<file path="config.mk">
export PLATFORM = sky130hd
export DESIGN_NAME = shm_link_init
export DESIGN_NICKNAME = d
export VERILOG_FILES = /design/src/rtl/shm_link_init.sv
export SDC_FILE = /design/constraint.sdc
export NUM_CORES = 1
export LEC_CHECK = 0
export BUFFER_PORTS_ARGS = -buffer_cell sky130_fd_sc_hd__buf_2
export CAP_MARGIN = 15
export CORE_MARGIN = 8
export CORE_UTILIZATION = 58
export CTS_CLUSTER_DIAMETER = 80
export CTS_CLUSTER_SIZE = 16
export DETAILED_ROUTE_END_ITERATION = 16
export PLACE_DENSITY = 0.86
export SLEW_MARGIN = 30
export SYNTH_ARGS = -nofsm -noshare
export SYNTH_HDL_FRONTEND = slang
export SYNTH_SLANG_ARGS = --single-unit
export TNS_END_PERCENT = 50
</file>
<file path="constraint.sdc">
create_clock -name clk -period 3.7 [get_ports clk]
set_clock_uncertainty 0.1 [all_clocks]
set_input_delay 0 -clock clk [delete_from_list [all_inputs] [get_ports clk]]
set_output_delay 0 -clock clk [all_outputs]
set_load 0.005 [all_outputs]
</file>
<file path="src/rtl/shm_link_init.sv">
module shm_link_init #(
  parameter int ADDR_W        = 12,
  parameter int POLL_INTERVAL = 1000,
  parameter int POLL_TRIES    = 1000
) (
  input  logic              clk,
  input  logic              rst_n,
  input  logic              start,
  output logic              bus_req,
  output logic              bus_we,
  output logic [ADDR_W-1:0] bus_addr,
  output logic [31:0]       bus_wdata,
  input  logic              bus_ack,
  input  logic [31:0]       bus_rdata,
  output logic              doorbell,
  output logic              busy,
  output logic              ready,
  output logic [2:0]        err_code,
  output logic [31:0]       mbox_offset,
  output logic [31:0]       mbox_size
);

  localparam logic [31:0] ID_WORD  = 32'h4D41494C;
  localparam logic [31:0] FMT_VER  = 32'h0000_0001;
  localparam logic [31:0] UP_WORD  = 32'h0000_FFFF;
  localparam int          IW       = $clog2(POLL_INTERVAL + 1);
  localparam int          TW       = $clog2(POLL_TRIES + 1);

  typedef enum logic [3:0] {
    S_IDLE, S_ID, S_VER, S_SIZE, S_OFF, S_PLINK, S_PACK,
    S_SET, S_BELL, S_POLL, S_WAIT, S_DONE, S_FAIL
  } state_t;

  state_t        state;
  logic [1:0]    stage;
  logic [TW-1:0] tries;
  logic [IW-1:0] wait_cnt;
  logic [31:0]   peer_link;
  logic [7:0]    set_off, poll_off;

  assign busy     = !(state == S_IDLE || state == S_DONE || state == S_FAIL);
  assign doorbell = (state == S_BELL);

  always_comb begin
    case (stage)
      2'd0:    begin set_off = 8'h24; poll_off = 8'h28; end
      2'd1:    begin set_off = 8'h2C; poll_off = 8'h14; end
      default: begin set_off = 8'h18; poll_off = 8'h30; end
    endcase
  end

  always_comb begin
    bus_req   = 1'b1;
    bus_we    = 1'b0;
    bus_addr  = '0;
    bus_wdata = '0;
    case (state)
      S_ID:    bus_addr = ADDR_W'(8'h00);
      S_VER:   bus_addr = ADDR_W'(8'h04);
      S_SIZE:  bus_addr = ADDR_W'(8'h34);
      S_OFF:   bus_addr = ADDR_W'(8'h38);
      S_PLINK: bus_addr = ADDR_W'(8'h0C);
      S_PACK:  begin bus_we = 1'b1; bus_addr = ADDR_W'(8'h10); bus_wdata = peer_link; end
      S_SET:   begin bus_we = 1'b1; bus_addr = ADDR_W'(set_off); bus_wdata = UP_WORD; end
      S_POLL:  bus_addr = ADDR_W'(poll_off);
      default: bus_req = 1'b0;
    endcase
  end

  always_ff @(posedge clk) begin
    if (!rst_n) begin
      state       <= S_IDLE;
      stage       <= '0;
      tries       <= '0;
      wait_cnt    <= '0;
      peer_link   <= '0;
      ready       <= 1'b0;
      err_code    <= '0;
      mbox_offset <= '0;
      mbox_size   <= '0;
    end else begin
      case (state)
        S_IDLE, S_DONE, S_FAIL:
          if (start) begin
            state    <= S_ID;
            stage    <= '0;
            ready    <= 1'b0;
            err_code <= '0;
          end
        S_ID:
          if (bus_ack) begin
            if (bus_rdata != ID_WORD) begin state <= S_FAIL; err_code <= 3'd1; end
            else state <= S_VER;
          end
        S_VER:
          if (bus_ack) begin
            if (bus_rdata != FMT_VER) begin state <= S_FAIL; err_code <= 3'd1; end
            else state <= S_SIZE;
          end
        S_SIZE:
          if (bus_ack) begin
            mbox_size <= bus_rdata;
            if (bus_rdata == '0) begin state <= S_FAIL; err_code <= 3'd2; end
            else state <= S_OFF;
          end
        S_OFF:
          if (bus_ack) begin
            mbox_offset <= bus_rdata;
            state       <= S_PLINK;
          end
        S_PLINK:
          if (bus_ack) begin
            peer_link <= bus_rdata;
            state     <= S_PACK;
          end
        S_PACK:
          if (bus_ack) state <= S_SET;
        S_SET:
          if (bus_ack) state <= S_BELL;
        S_BELL: begin
          tries <= '0;
          state <= S_POLL;
        end
        S_POLL:
          if (bus_ack) begin
            tries <= tries + 1'b1;
            if (bus_rdata == UP_WORD) begin
              if (stage == 2'd2) begin
                state <= S_DONE;
                ready <= 1'b1;
              end else begin
                stage <= stage + 1'b1;
                state <= S_SET;
              end
            end else if (tries >= TW'(POLL_TRIES - 1)) begin
              state    <= S_FAIL;
              err_code <= 3'd3 + {1'b0, stage};
            end else begin
              wait_cnt <= '0;
              state    <= S_WAIT;
            end
          end
        S_WAIT: begin
          wait_cnt <= wait_cnt + 1'b1;
          if (wait_cnt >= IW'(POLL_INTERVAL - 1)) state <= S_POLL;
        end
        default: state <= S_IDLE;
      endcase
    end
  end


  doorbell_pulse_chk: assert property (@(posedge clk) disable iff (!rst_n)
    doorbell |=> !doorbell);


  req_hold_chk: assert property (@(posedge clk) disable iff (!rst_n)
    (bus_req && !bus_ack) |=> (bus_req && $stable(bus_addr) && $stable(bus_we) && $stable(bus_wdata)));


  ready_clean_chk: assert property (@(posedge clk) disable iff (!rst_n)
    $rose(ready) |-> (err_code == 3'd0 && !busy));


  try_bound_chk: assert property (@(posedge clk) disable iff (!rst_n)
    tries <= TW'(POLL_TRIES));


  busy_start_chk: assert property (@(posedge clk) disable iff (!rst_n)
    (busy && start) |=> (busy || ready || err_code != 3'd0));


  fail_quiet_chk: assert property (@(posedge clk) disable iff (!rst_n)
    (err_code == 3'd1 || err_code == 3'd2) |-> (!doorbell && !bus_req));

endmodule

</file>
Word-level counts from Yosys, hierarchy flattened --
Index checks and enable logic that the tools add are counted. W data, S select, Z words.
Storage, ports and cells: bits in registers 126, bits in latches 0, bits in writable memories 0, ROM bits 0, input bits 36, output and inout bits 116, memories 0
Cells by class: add/subtract/negate cells 4, multipliers 0, div/mod/pow operators 0, magnitude comparators 2, equality and inequality tests 36, shifts and indexed selects 0, muxes and demuxes 50, bitwise gates (word level) 0, reduce and logical (&&, ||, !) cells 22
Operator list (count):
- $pmux W32 S2 | 1
- $mux W4 | 15
- $pmux W8 S7 | 1
- $pmux W4 S11 | 1
- $mux W10 | 4
- $pmux W10 S2 | 2
- $ne A2 B2 Y1 const B | 19
- $mux W3 | 11
- $eq A32 B16 Y1 const B | 1
- $logic_not A32 Y1 | 1
- $ne A32 B1 Y1 const B | 1
- $ne A32 B31 Y1 const B | 1
- $pmux W6 S2 | 2
- $add A10 B1 Y10 const B | 2
- $eq A4 B4 Y1 const B | 5
- $ge A10 B10 Y1 const B | 2
- $eq A4 B3 Y1 const B | 4
- $pmux W3 S5 | 1
- $reduce_and A11 Y1 | 1
- $reduce_and A10 Y1 | 1
- $reduce_and A5 Y1 | 2
- $eq A4 B2 Y1 const B | 2
- $mux W2 | 4
- $reduce_and A2 Y1 | 4
- other kinds (18) | 26

Depth between registers and ports, before layout --
Gate-level depths: netlist of the first run.
depth after elaboration 5, gate-level depth with buffers 8, mapped depth without buffers 8

Worst setup path after synthesis of the first run --
No wires, ideal clock.
kind register to register, start register tries[0], end register wait_cnt[7], arrival time 1.991 ns, data required time 3.527 ns, setup slack 1.536 ns, cell stages (with the launch flop) 8, buffers on the path 0, period minus slack after synthesis 2.164 ns, path through dfxtp_1 ha_1 a211oi_1 o31ai_1 and2_4 a2111o_1 or3_1 a21oi_1
Between the ends: word-level cells in the longest chain between the ends 3
RTL lines:
- start: declaration | RTL line 36 | logic [TW-1:0] tries;
- start signal: assignment | RTL line 126 | tries <= tries + 1'b1;
- $ge A10 B10 Y1 | RTL line 135 | end else if (tries >= TW'(POLL_TRIES - 1)) begin
- $ne A2 B2 Y1 (no line)
- $reduce_and A4 Y1 (no line)
- end signal: assignment | RTL line 144 | wait_cnt <= wait_cnt + 1'b1;
- end: declaration | RTL line 37 | logic [IW-1:0] wait_cnt;
No other way between the ends. A chain may end at the register's enable or synchronous reset.

Worst setup path after layout of the first run --
start register state[2], end register mbox_offset[3]
Between the ends: word-level cells in the longest chain between the ends 2
RTL lines:
- start: declaration | RTL line 34 | state_t state;
- start signal: assignment | RTL line 72 | state <= S_IDLE;
- start signal: assignment | RTL line 85 | state <= S_ID;
- start signal: assignment | RTL line 92 | if (bus_rdata != ID_WORD) begin state <= S_FAIL; err_code <= 3'd1; end
- $eq A4 B3 Y1 | RTL line 82 | case (state)
- $reduce_and A2 Y1 (no line)
- end signal: assignment | RTL line 108 | mbox_offset <= bus_rdata;
- end: declaration | RTL line 19 | output logic [31:0] mbox_offset,
No other way between the ends.

==> results.yml, run 1 <==
worst_setup_path:
  critPathLaunchType: "flip-flop"
  cp_slowest_stage_delay_ns: 0.76
  crit_fanout: 22
  r2r_slack_ns: 0.77
  worst_setup_path_end_kind: "flip-flop"
  path_buf_inv: 2
  worst_ep_arrival_time_ns: 3.29
  cp_top_family: "simple AND/OR/NAND/NOR gates"
  required_ns: 4.06
  timing.rr.end: "mbox_offset[3]"
  reg2reg_from: "state[2]"
  slowest_stage: "dfxtp_1"
  path_class: "reg2reg"
  path_cells: "inv_1 > nor2_1 > nand2_1 > nor3_2 > nand2_1 > dlygate4sd3_1 > a21boi_1"
  cp_common_cell: "nand2_1"
  rr_worst_depth: 7
die:
  dieArea_um2: 13900
  row_count: 37
  start_util_pct: 59.0
  die_h_um: 118
  fp.coreArea_um2: 10200
  die_x_um: 118
  ioPinCount: 152
timing:
  slew_viol_final: 0
  finalHoldViolCount: 0
  fin_crit_ns: 2.93
  relSlewSlack_pct: 38.0
  finalSetupTns_ns: 0
  worstMarginPinSlew_ns: 0.928
  rsz0062_at_grt: "no"
  setup_viol: 0
  fmax_mhz: 341
  period_share_pct: 79.2
worst_hold_path:
  worstHoldEndpoint: "mbox_size[25]"
  hold_class: "in2reg"
  hold_depth: 4
  worstHoldStart: "bus_rdata[25]"
logic_synthesis:
  synth-seq-cells: 126
  synth_edf_count: 0
  synth_cell_types: 64
  syn_area_um2: 6040
  synth_area_per_cell_um2: 7.80
  synth.yosys.seq_area_share_pct: 41.8
  synthArstFlopShare_pct: 0
  yosys_warnings: 0
  ys.flop_type: "dfxtp_1"
  synthCells: 774
routing:
  detail_route.first_pass.iterations: 5
  wl_um: 19200
  ant_nets: 0
  drt_iter0_drc: 477
  drc: 0
  via_per_inst: 5.78
  via_count: 6267
  post_drt_wl_per_cell_um: 17.7
global_routing:
  overflow: 0
  grt_usage_pct: 27.5
  grt_pass1_wl_um: 31400
  grt_pass1_vias: 6339
  grt_max_degree: 69
  antenna_found_initial: 1
place:
  portBuffers: 143
  post-dp-hpwl_um: 12500
  place_congestion: 0.943
clock_tree:
  numCtsBuffers: 17
  cts-resized-gates: 0
  insertion_delay_ns: 0.53
  cts.root.buffer_cell: "clkbuf_8"
  cts_sinks: 126
  path_clk_slew_ns: 0.06
  postCtsSetupBuffers: 0
  cts_max_level: 4
  cts_max_path_buffers: 2
  cts_tree: "yes"
finish:
  area_delta_synth_final_pct: 28.9
  layout_common_cells: "nand2_1, buf_2, dfxtp_1"
  final_nets: 976
  final_common_cell: "nand2_1"
  drive_gt1_share_pct: 20.9
  utilization_pct: 76.0
power_and_ir_drop:
  p_leak_nw: 3.11
  p_per_area_nw_per_um2: 544
  ir_drop_mv: 0.468
run_status:
  status: "complete, no violations"
flow_run:
  maxCapViolCount: 0
[flip-flops by register name (all words and copies together) (netlist names), 2 cells and up]
| register | cells |
|---|---|
| wait_cnt | 10 |
| stage | 2 |
| tries | 10 |
| err_code | 3 |
| peer_link | 32 |
| state | 4 |
| mbox_offset | 32 |
| mbox_size | 32 |
[layer usage]
metal,vias to the layer above,part of all wire [%],wire (um),global-route usage (%)
met2,321,47,9070,45.2
met4,0,4.0,777,15.4
met3,76,8.7,1670,9.35
li1,2935,-,-,-
met5,-,0,0,0
met1,2935,40,7710,30.5
[what timing repair did]
item,in CTS,in global routing
hold endpoints to repair,99,62
endpoints found under the setup margin,0,0
hold buffers,35,1
[through the flow]
step	instances	hold WS, ns	area, um2	total power [W]	setup WS (ns)
floorplan	781	0.0348	6060	0.00216	1.54
global placement	1015	0.184	6790	0.00244	1.02
detailed placement	1015	0.199	6790	0.00244	0.906
CTS	1082	0.0448	7760	0.00423	0.845
global route	1084	0.222	7780	0.00442	0.591
finish	1084	0.214	7780	0.00423	0.770
[worst reg2reg max path, cell delays in order, from the launching register on]
cell	delay (ns)
dfxtp_1	0.76
inv_1	0.28
nor2_1	0.28
nand2_1	0.14
nor3_2	0.50
nand2_1	0.11
dlygate4sd3_1	0.58
a21boi_1	0.12
[Yosys cell counts, types with 4 or more instances]
cell type / count / area share (%)
and2_1: 20 / 2.1
mux2i_1: 5 / 0.83
o21ai_0: 14 / 1.2
nor4_1: 8 / 0.83
nand3_1: 14 / 1.2
nand4_1: 12 / 1.2
and3_1: 4 / 0.41
inv_1: 12 / 0.75
xnor2_1: 5 / 0.73
buf_2: 6 / 0.50
dfxtp_1: 126 / 42
ha_1: 6 / 1.2
nor2_1: 65 / 4.0
a21oi_1: 14 / 1.2
buf_4: 8 / 0.99
nand2b_1: 5 / 0.52
nor3_1: 6 / 0.50
a21boi_0: 91 / 11
clkbuf_1: 37 / 2.3
or3_1: 8 / 0.83
xor2_1: 6 / 0.87
nor2b_1: 4 / 0.41
nand2_1: 223 / 14
a21boi_1: 8 / 0.99
a211oi_1: 5 / 0.62
[area by class of cell]
type                       count  area, um2
tap                          136        170
antenna                        1       2.50
clock inverter                15        209
sequential                   126       2520
multi-input combinational    589       3260
clock buffer                  17        414
inverter                      12       45.0
timing repair buffer         188       1160
fill                         739       2450
[worst max-delay path by stage]
stage	startpoint	end	slack, ns	cells past startpoint
global placement	state[1]	wait_cnt[9]	1.02	6
floorplan	tries[0]	wait_cnt[7]	1.54	7
detailed placement	state[1]	wait_cnt[9]	0.91	6
global route	state[2]	mbox_offset[3]	0.59	7
CTS	state[2]	mbox_offset[3]	0.84	7
finish	state[2]	mbox_offset[3]	0.77	7
[power breakdown]
group | switching [W] | internal (W)
sequential | 0.0000933 | 0.00144
combinational | 0.000572 | 0.000370
clock | 0.000655 | 0.00110
total | 0.00132 | 0.00291
[kinds of logic after synthesis]
kind of cell / share of synthesized area, %
adder cells (fa/ha/maj): 1.24
XOR/XNOR: 1.60
other: 0.0621
buffers and inverters: 4.85
multiplexers: 1.02
AO/OA/AOI/OAI: 20.2
flip-flops: 41.8
AND/OR/NAND/NOR: 29.2
Note: power is estimated with default switching activity, not from simulation.
==> run 2: changes to the inputs <==
--- a/config.mk
+++ b/config.mk
@@ -8,11 +8,11 @@
 export BUFFER_PORTS_ARGS = -buffer_cell sky130_fd_sc_hd__buf_2
 export CAP_MARGIN = 15
 export CORE_MARGIN = 8
-export CORE_UTILIZATION = 58
+export CORE_UTILIZATION = 53
 export CTS_CLUSTER_DIAMETER = 80
 export CTS_CLUSTER_SIZE = 16
 export DETAILED_ROUTE_END_ITERATION = 16
-export PLACE_DENSITY = 0.86
+export PLACE_DENSITY = 0.8
 export SLEW_MARGIN = 30
 export SYNTH_ARGS = -nofsm -noshare
 export SYNTH_HDL_FRONTEND = slang
==> constraint.sdc (replaced) <==
create_clock -name clk -period 2.91 [get_ports clk]
set_clock_uncertainty 0.1 [all_clocks]
set_input_delay 0 -clock clk [delete_from_list [all_inputs] [get_ports clk]]
set_output_delay 0 -clock clk [all_outputs]
set_load 0.005 [all_outputs]
==> run 2 against run 1 <==
Net effect: setup slack worse by 0.36 ns; critical endpoint is now err_code[1]; sequential share of layout area down 0.11 points; core utilization down 6.8 points; total power up 23%; routed wire length down 1.6%; global-route usage down 2.3 points.
==> results.yml, run 2 (same netlist as run 1, synthesis figures left out) <==
die:
  row_count: 39
  dieArea_um2: 15100
  die_h_um: 123
  die_x_um: 123
  ioPinCount: 152
  fp.coreArea_um2: 11300
  start_util_pct: 53.6
finish:
  fillers: 853
  layout_common_cells: "nand2_1, buf_2, dfxtp_1"
  fin_area_um2: 7810
  fin_cells: 1097
  reg_top3: "mbox_offset (32), mbox_size (32), peer_link (32)"
  multiInputGateArea_um2: 3260
  drive_gt1_share_pct: 21.5
  final-seq-area_um2: 2520
  area_delta_synth_final_pct: 29.3
  final_common_cell: "nand2_1"
  final_nets: 986
  diodes: 0
power_and_ir_drop:
  p_per_area_nw_per_um2: 669
  p_leak_nw: 3.16
  ir_drop_mv: 0.599
worst_setup_path:
  rr_worst_depth: 7
  reg2reg_from: "state[1]"
  path_class: "reg2reg"
  r2r_slack_ns: 0.41
  critical_path.startpoint: "state[1]"
  critPathLaunchType: "flip-flop"
  worst_setup_path_end_kind: "flip-flop"
  required_ns: 3.12
  worst_ep_arrival_time_ns: 2.71
  crit_fanout: 16
  timing.rr.end: "err_code[1]"
clock_tree:
  cts.root.buffer_cell: "clkbuf_16"
  cts_sinks: 126
  cts_tree: "yes"
  cts_max_level: 4
  cts_max_path_buffers: 2
  insertion_delay_ns: 0.42
  postCtsSetupBuffers: 0
  cts-resized-gates: 0
  path_clk_slew_ns: 0.05
  numCtsBuffers: 17
routing:
  drt_iter0_drc: 441
  drc: 0
  detail_route.first_pass.iterations: 5
  wl_um: 18900
  via_per_inst: 5.62
  ant_nets: 0
  post_drt_wl_per_cell_um: 17.2
  via_count: 6162
global_routing:
  overflow: 0
  antenna_found_initial: 0
  grt_max_degree: 62
  grt_pass1_vias: 6044
  grt_usage_pct: 25.1
  grt_pass1_wl_um: 30000
worst_hold_path:
  worstHoldStart: "bus_ack"
  hold_depth: 5
  worstHoldEndpoint: "peer_link[7]"
  hold_class: "in2reg"
timing:
  fmax_mhz: 399
  period_share_pct: 86.0
  worst_slack_ns: 0.407
  worstMarginPinSlew_ns: 0.633
  finalSetupTns_ns: 0
  slew_viol_final: 0
  finalHoldViolCount: 0
  setup_viol: 0
  fin_crit_ns: 2.50
  rsz0062_at_grt: "no"
  relSlewSlack_pct: 57.7
place:
  place_area_um2: 6900
  post-dp-hpwl_um: 12700
  place_inst: 1034
  place_congestion: 0.935
  dp_slack_ns: 0.517
  portBuffers: 143
flow_run:
  maxCapViolCount: 0
run_status:
  status: "complete, no violations"
-- run 2: worst max path at each step --
stage               endpoint
2_1_floorplan    wait_cnt[7]
3_3_place_gp     err_code[1]
3_5_place_dp     err_code[1]
4_1_cts        bus_wdata[14]
5_1_grt          err_code[1]
6_report         err_code[1]
-- run 2: worst max-delay path: stages, from the launching register on --
cell	delay (ns)
dfxtp_1	0.64
buf_4	0.29
nor4b_1	0.35
nand2_1	0.09
nor4_1	0.40
or4_4	0.26
nor2_4	0.05
o221a_1	0.22
-- run 2: final cells by class --
cell class,count,area share [%]
Multi-Input combinational cell,589,41.7
Inverter,12,0.577
Tap cell,143,2.29
Clock buffer,22,6.07
Clock inverter,7,1.14
Timing Repair Buffer,198,15.9
Sequential cell,126,32.3
-- run 2: power breakdown --
group | leakage [nW] | switching (W) | internal, W
combinational | 1.86 | 0.000741 | 0.000501
sequential | 1.02 | 0.000109 | 0.00183
clock | 0.281 | 0.000734 | 0.00131
total | 3.16 | 0.00158 | 0.00364
-- run 2: metrics by stage --
| step | hold slack [ns] | util [%] | power, W |
|---|---|---|---|
| 6_report | 0.0514 | 69.3 | 0.00522 |
| 5_1_grt | 0.0797 | 69.3 | 0.00545 |
| 4_1_cts | 0.0249 | 69.3 | 0.00521 |
| 3_5_place_dp | 0.203 | 61.2 | 0.00316 |
| 3_3_place_gp | 0.194 | 61.2 | 0.00316 |
| 2_1_floorplan | 0.0348 | - | 0.00274 |
-- run 2: repair_timing --
item / CTS / global route
setup endpoints to repair: 0 / 0
endpoints found under the hold margin: 104 / 0
hold buffers: 34 / 0
-- run 2: layer usage --
metal,vias up,GRT usage (%),share of wire (%)
li1,2950,-,-
met1,2910,30.0,41
met2,252,41.2,48
met3,50,7.77,7.8
met4,0,10.1,2.8
met5,-,0,0
==> run 3: changes to the inputs <==
==> constraint.sdc (replaced) <==
create_clock -name clk -period 2.91 [get_ports clk]
set_clock_uncertainty 0.1 [all_clocks]
set_input_delay 0.4365 -clock clk [delete_from_list [all_inputs] [get_ports clk]]
set_output_delay 0.4365 -clock clk [all_outputs]
set_load 0.005 [all_outputs]
==> run 3 against run 2 <==
Net effect: design area shrank 3.5%; first-iteration DRC count is 19% higher; non-clock buffer count decreased by 35; final cell count is 2.9% lower; total power increased by 4.4%; die area did not move; critical path depth is 4 lower; sequential share of layout area grew 1.2 points; critical path type is now reg2out.
==> results.yml, run 3 (same netlist as run 1, synthesis figures left out) <==
routing:
  via_per_inst: 5.55
  via_count: 5915
  drc: 0
  post_drt_wl_per_cell_um: 16.9
  detail_route.first_pass.iterations: 5
  drt_iter0_drc: 525
  wl_um: 18000
  ant_nets: 0
timing:
  finalSetupTns_ns: 0
  relSlewSlack_pct: 53.5
  finalHoldViolCount: 0
  period_share_pct: 94.6
  slew_viol_final: 0
  finalHoldWorstSlack_ns: 0.204
  rsz0062_at_grt: "no"
  fin_crit_ns: 2.75
  fmax_mhz: 363
  setup_viol: 0
  worst_slack_ns: 0.158
  worstMarginPinSlew_ns: 0.697
worst_setup_path:
  reg2reg_from: "state[2]"
  worst_ep_arrival_time_ns: 2.22
  crit_fanout: 22
  timing.rr.end: "err_code[0]"
  worst_setup_path_end_kind: "output port"
  rr_worst_depth: 6
  r2r_slack_ns: 0.35
  path_class: "reg2out"
  critPathLaunchType: "flip-flop"
  required_ns: 2.37
global_routing:
  overflow: 0
  grt_max_degree: 36
  grt_pass1_vias: 5642
  grt_pass1_wl_um: 28400
  antenna_found_initial: 0
  grt_usage_pct: 23.7
finish:
  final_nets: 951
  area_delta_synth_final_pct: 24.8
  reg_top3: "mbox_offset (32), mbox_size (32), peer_link (32)"
  drive_gt1_share_pct: 22.8
  layout_common_cells: "nand2_1, buf_2, dfxtp_1"
  utilization_pct: 66.8
  final_common_cell: "nand2_1"
worst_hold_path:
  hold_class: "in2reg"
  hold_depth: 3
  worstHoldStart: "bus_rdata[31]"
  worstHoldEndpoint: "mbox_offset[31]"
power_and_ir_drop:
  p_leak_nw: 3.04
  ir_drop_mv: 0.540
  p_per_area_nw_per_um2: 724
  finalPower_w: 0.00546
die:
  die_h_um: 123
  die_x_um: 123
  fp.coreArea_um2: 11300
  start_util_pct: 53.6
  row_count: 39
  ioPinCount: 152
  dieArea_um2: 15100
place:
  portBuffers: 143
  place_congestion: 0.893
  dp_slack_ns: 0.309
  post-dp-hpwl_um: 12500
clock_tree:
  cts_max_path_buffers: 2
  cts_sinks: 126
  cts.root.buffer_cell: "clkbuf_16"
  path_clk_slew_ns: 0.06
  cts_max_level: 4
  numCtsBuffers: 17
  postCtsSetupBuffers: 0
  insertion_delay_ns: 0.42
  cts_tree: "yes"
flow_run:
  maxCapViolCount: 0
run_status:
  status: "complete, no violations"
==> run 3: cell types whose count changed in the layout (fill, tap and decap cells not counted), moves of 2 or more <==
| cell | delta |
|---|---|
| clkinvlp_4 | +2 |
| dlygate4sd3_1 | -34 |
| dfxtp_2 | +2 |
| clkbuf_1 | -2 |
| clkinv_2 | -4 |
| dfxtp_1 | -2 |
| inv_6 | +4 |
| bufinv_16 | +2 |
==> run 3: cell type report <==
| type | instances | area (um2) |
|---|---|---|
| inverter | 12 | 45.0 |
| tap | 143 | 179 |
| antenna | 1 | 2.50 |
| clock buffer | 20 | 467 |
| multi-input combinational | 589 | 3260 |
| fill | 952 | 3740 |
| sequential | 126 | 2520 |
| timing repair buffer | 163 | 878 |
| clock inverter | 11 | 179 |
==> run 3: timing repair <==
item	CTS	global route
setup endpoints to repair	0	17
hold buffers	0	0
gates resized for setup	0	2
==> run 3: where the power goes <==
part	leakage (nW)	total, W	switching [W]	internal (W)
Sequential	1.02	0.00195	0.000122	0.00183
Combinational	1.71	0.00119	0.000732	0.000458
Clock	0.310	0.00231	0.000802	0.00151
==> run 3: worst max-delay path, stage by stage, from the launching register on <==
cell and delay, ns:
dfxtp_1 0.77, nand2_1 0.60, nor2_1 0.28, buf_2 0.15
==> run 3: worst max-delay path by stage <==
stage,end,cells past startpoint,startpoint,slack [ns]
after global routing,bus_wdata[12],3,state[2],0.002
final,bus_wdata[4],3,state[2],0.16
after floorplan,wait_cnt[7],7,tries[0],0.75
after CTS,bus_wdata[4],4,state[1],0.07
after detailed placement,state[2],7,bus_rdata[31],0.31
after global placement,stage[0],7,bus_rdata[31],0.35
==> run 3: metal layers <==
layer / up-vias / global-route usage, % / share of wire (%)
met2: 265 / 38.8 / 48
met3: 39 / 7.04 / 8.0
met1: 2728 / 28.7 / 42
met4: 0 / 9.29 / 2.1
li1: 2883 / - / -
met5: - / 0 / 0
==> run 3: through the flow <==
step	cells	area, um2
6_report	1065	7530
5_1_grt	1064	7530
4_1_cts	1064	7530
3_5_place_dp	1033	6880
3_3_place_gp	1033	6880
2_1_floorplan	781	6060
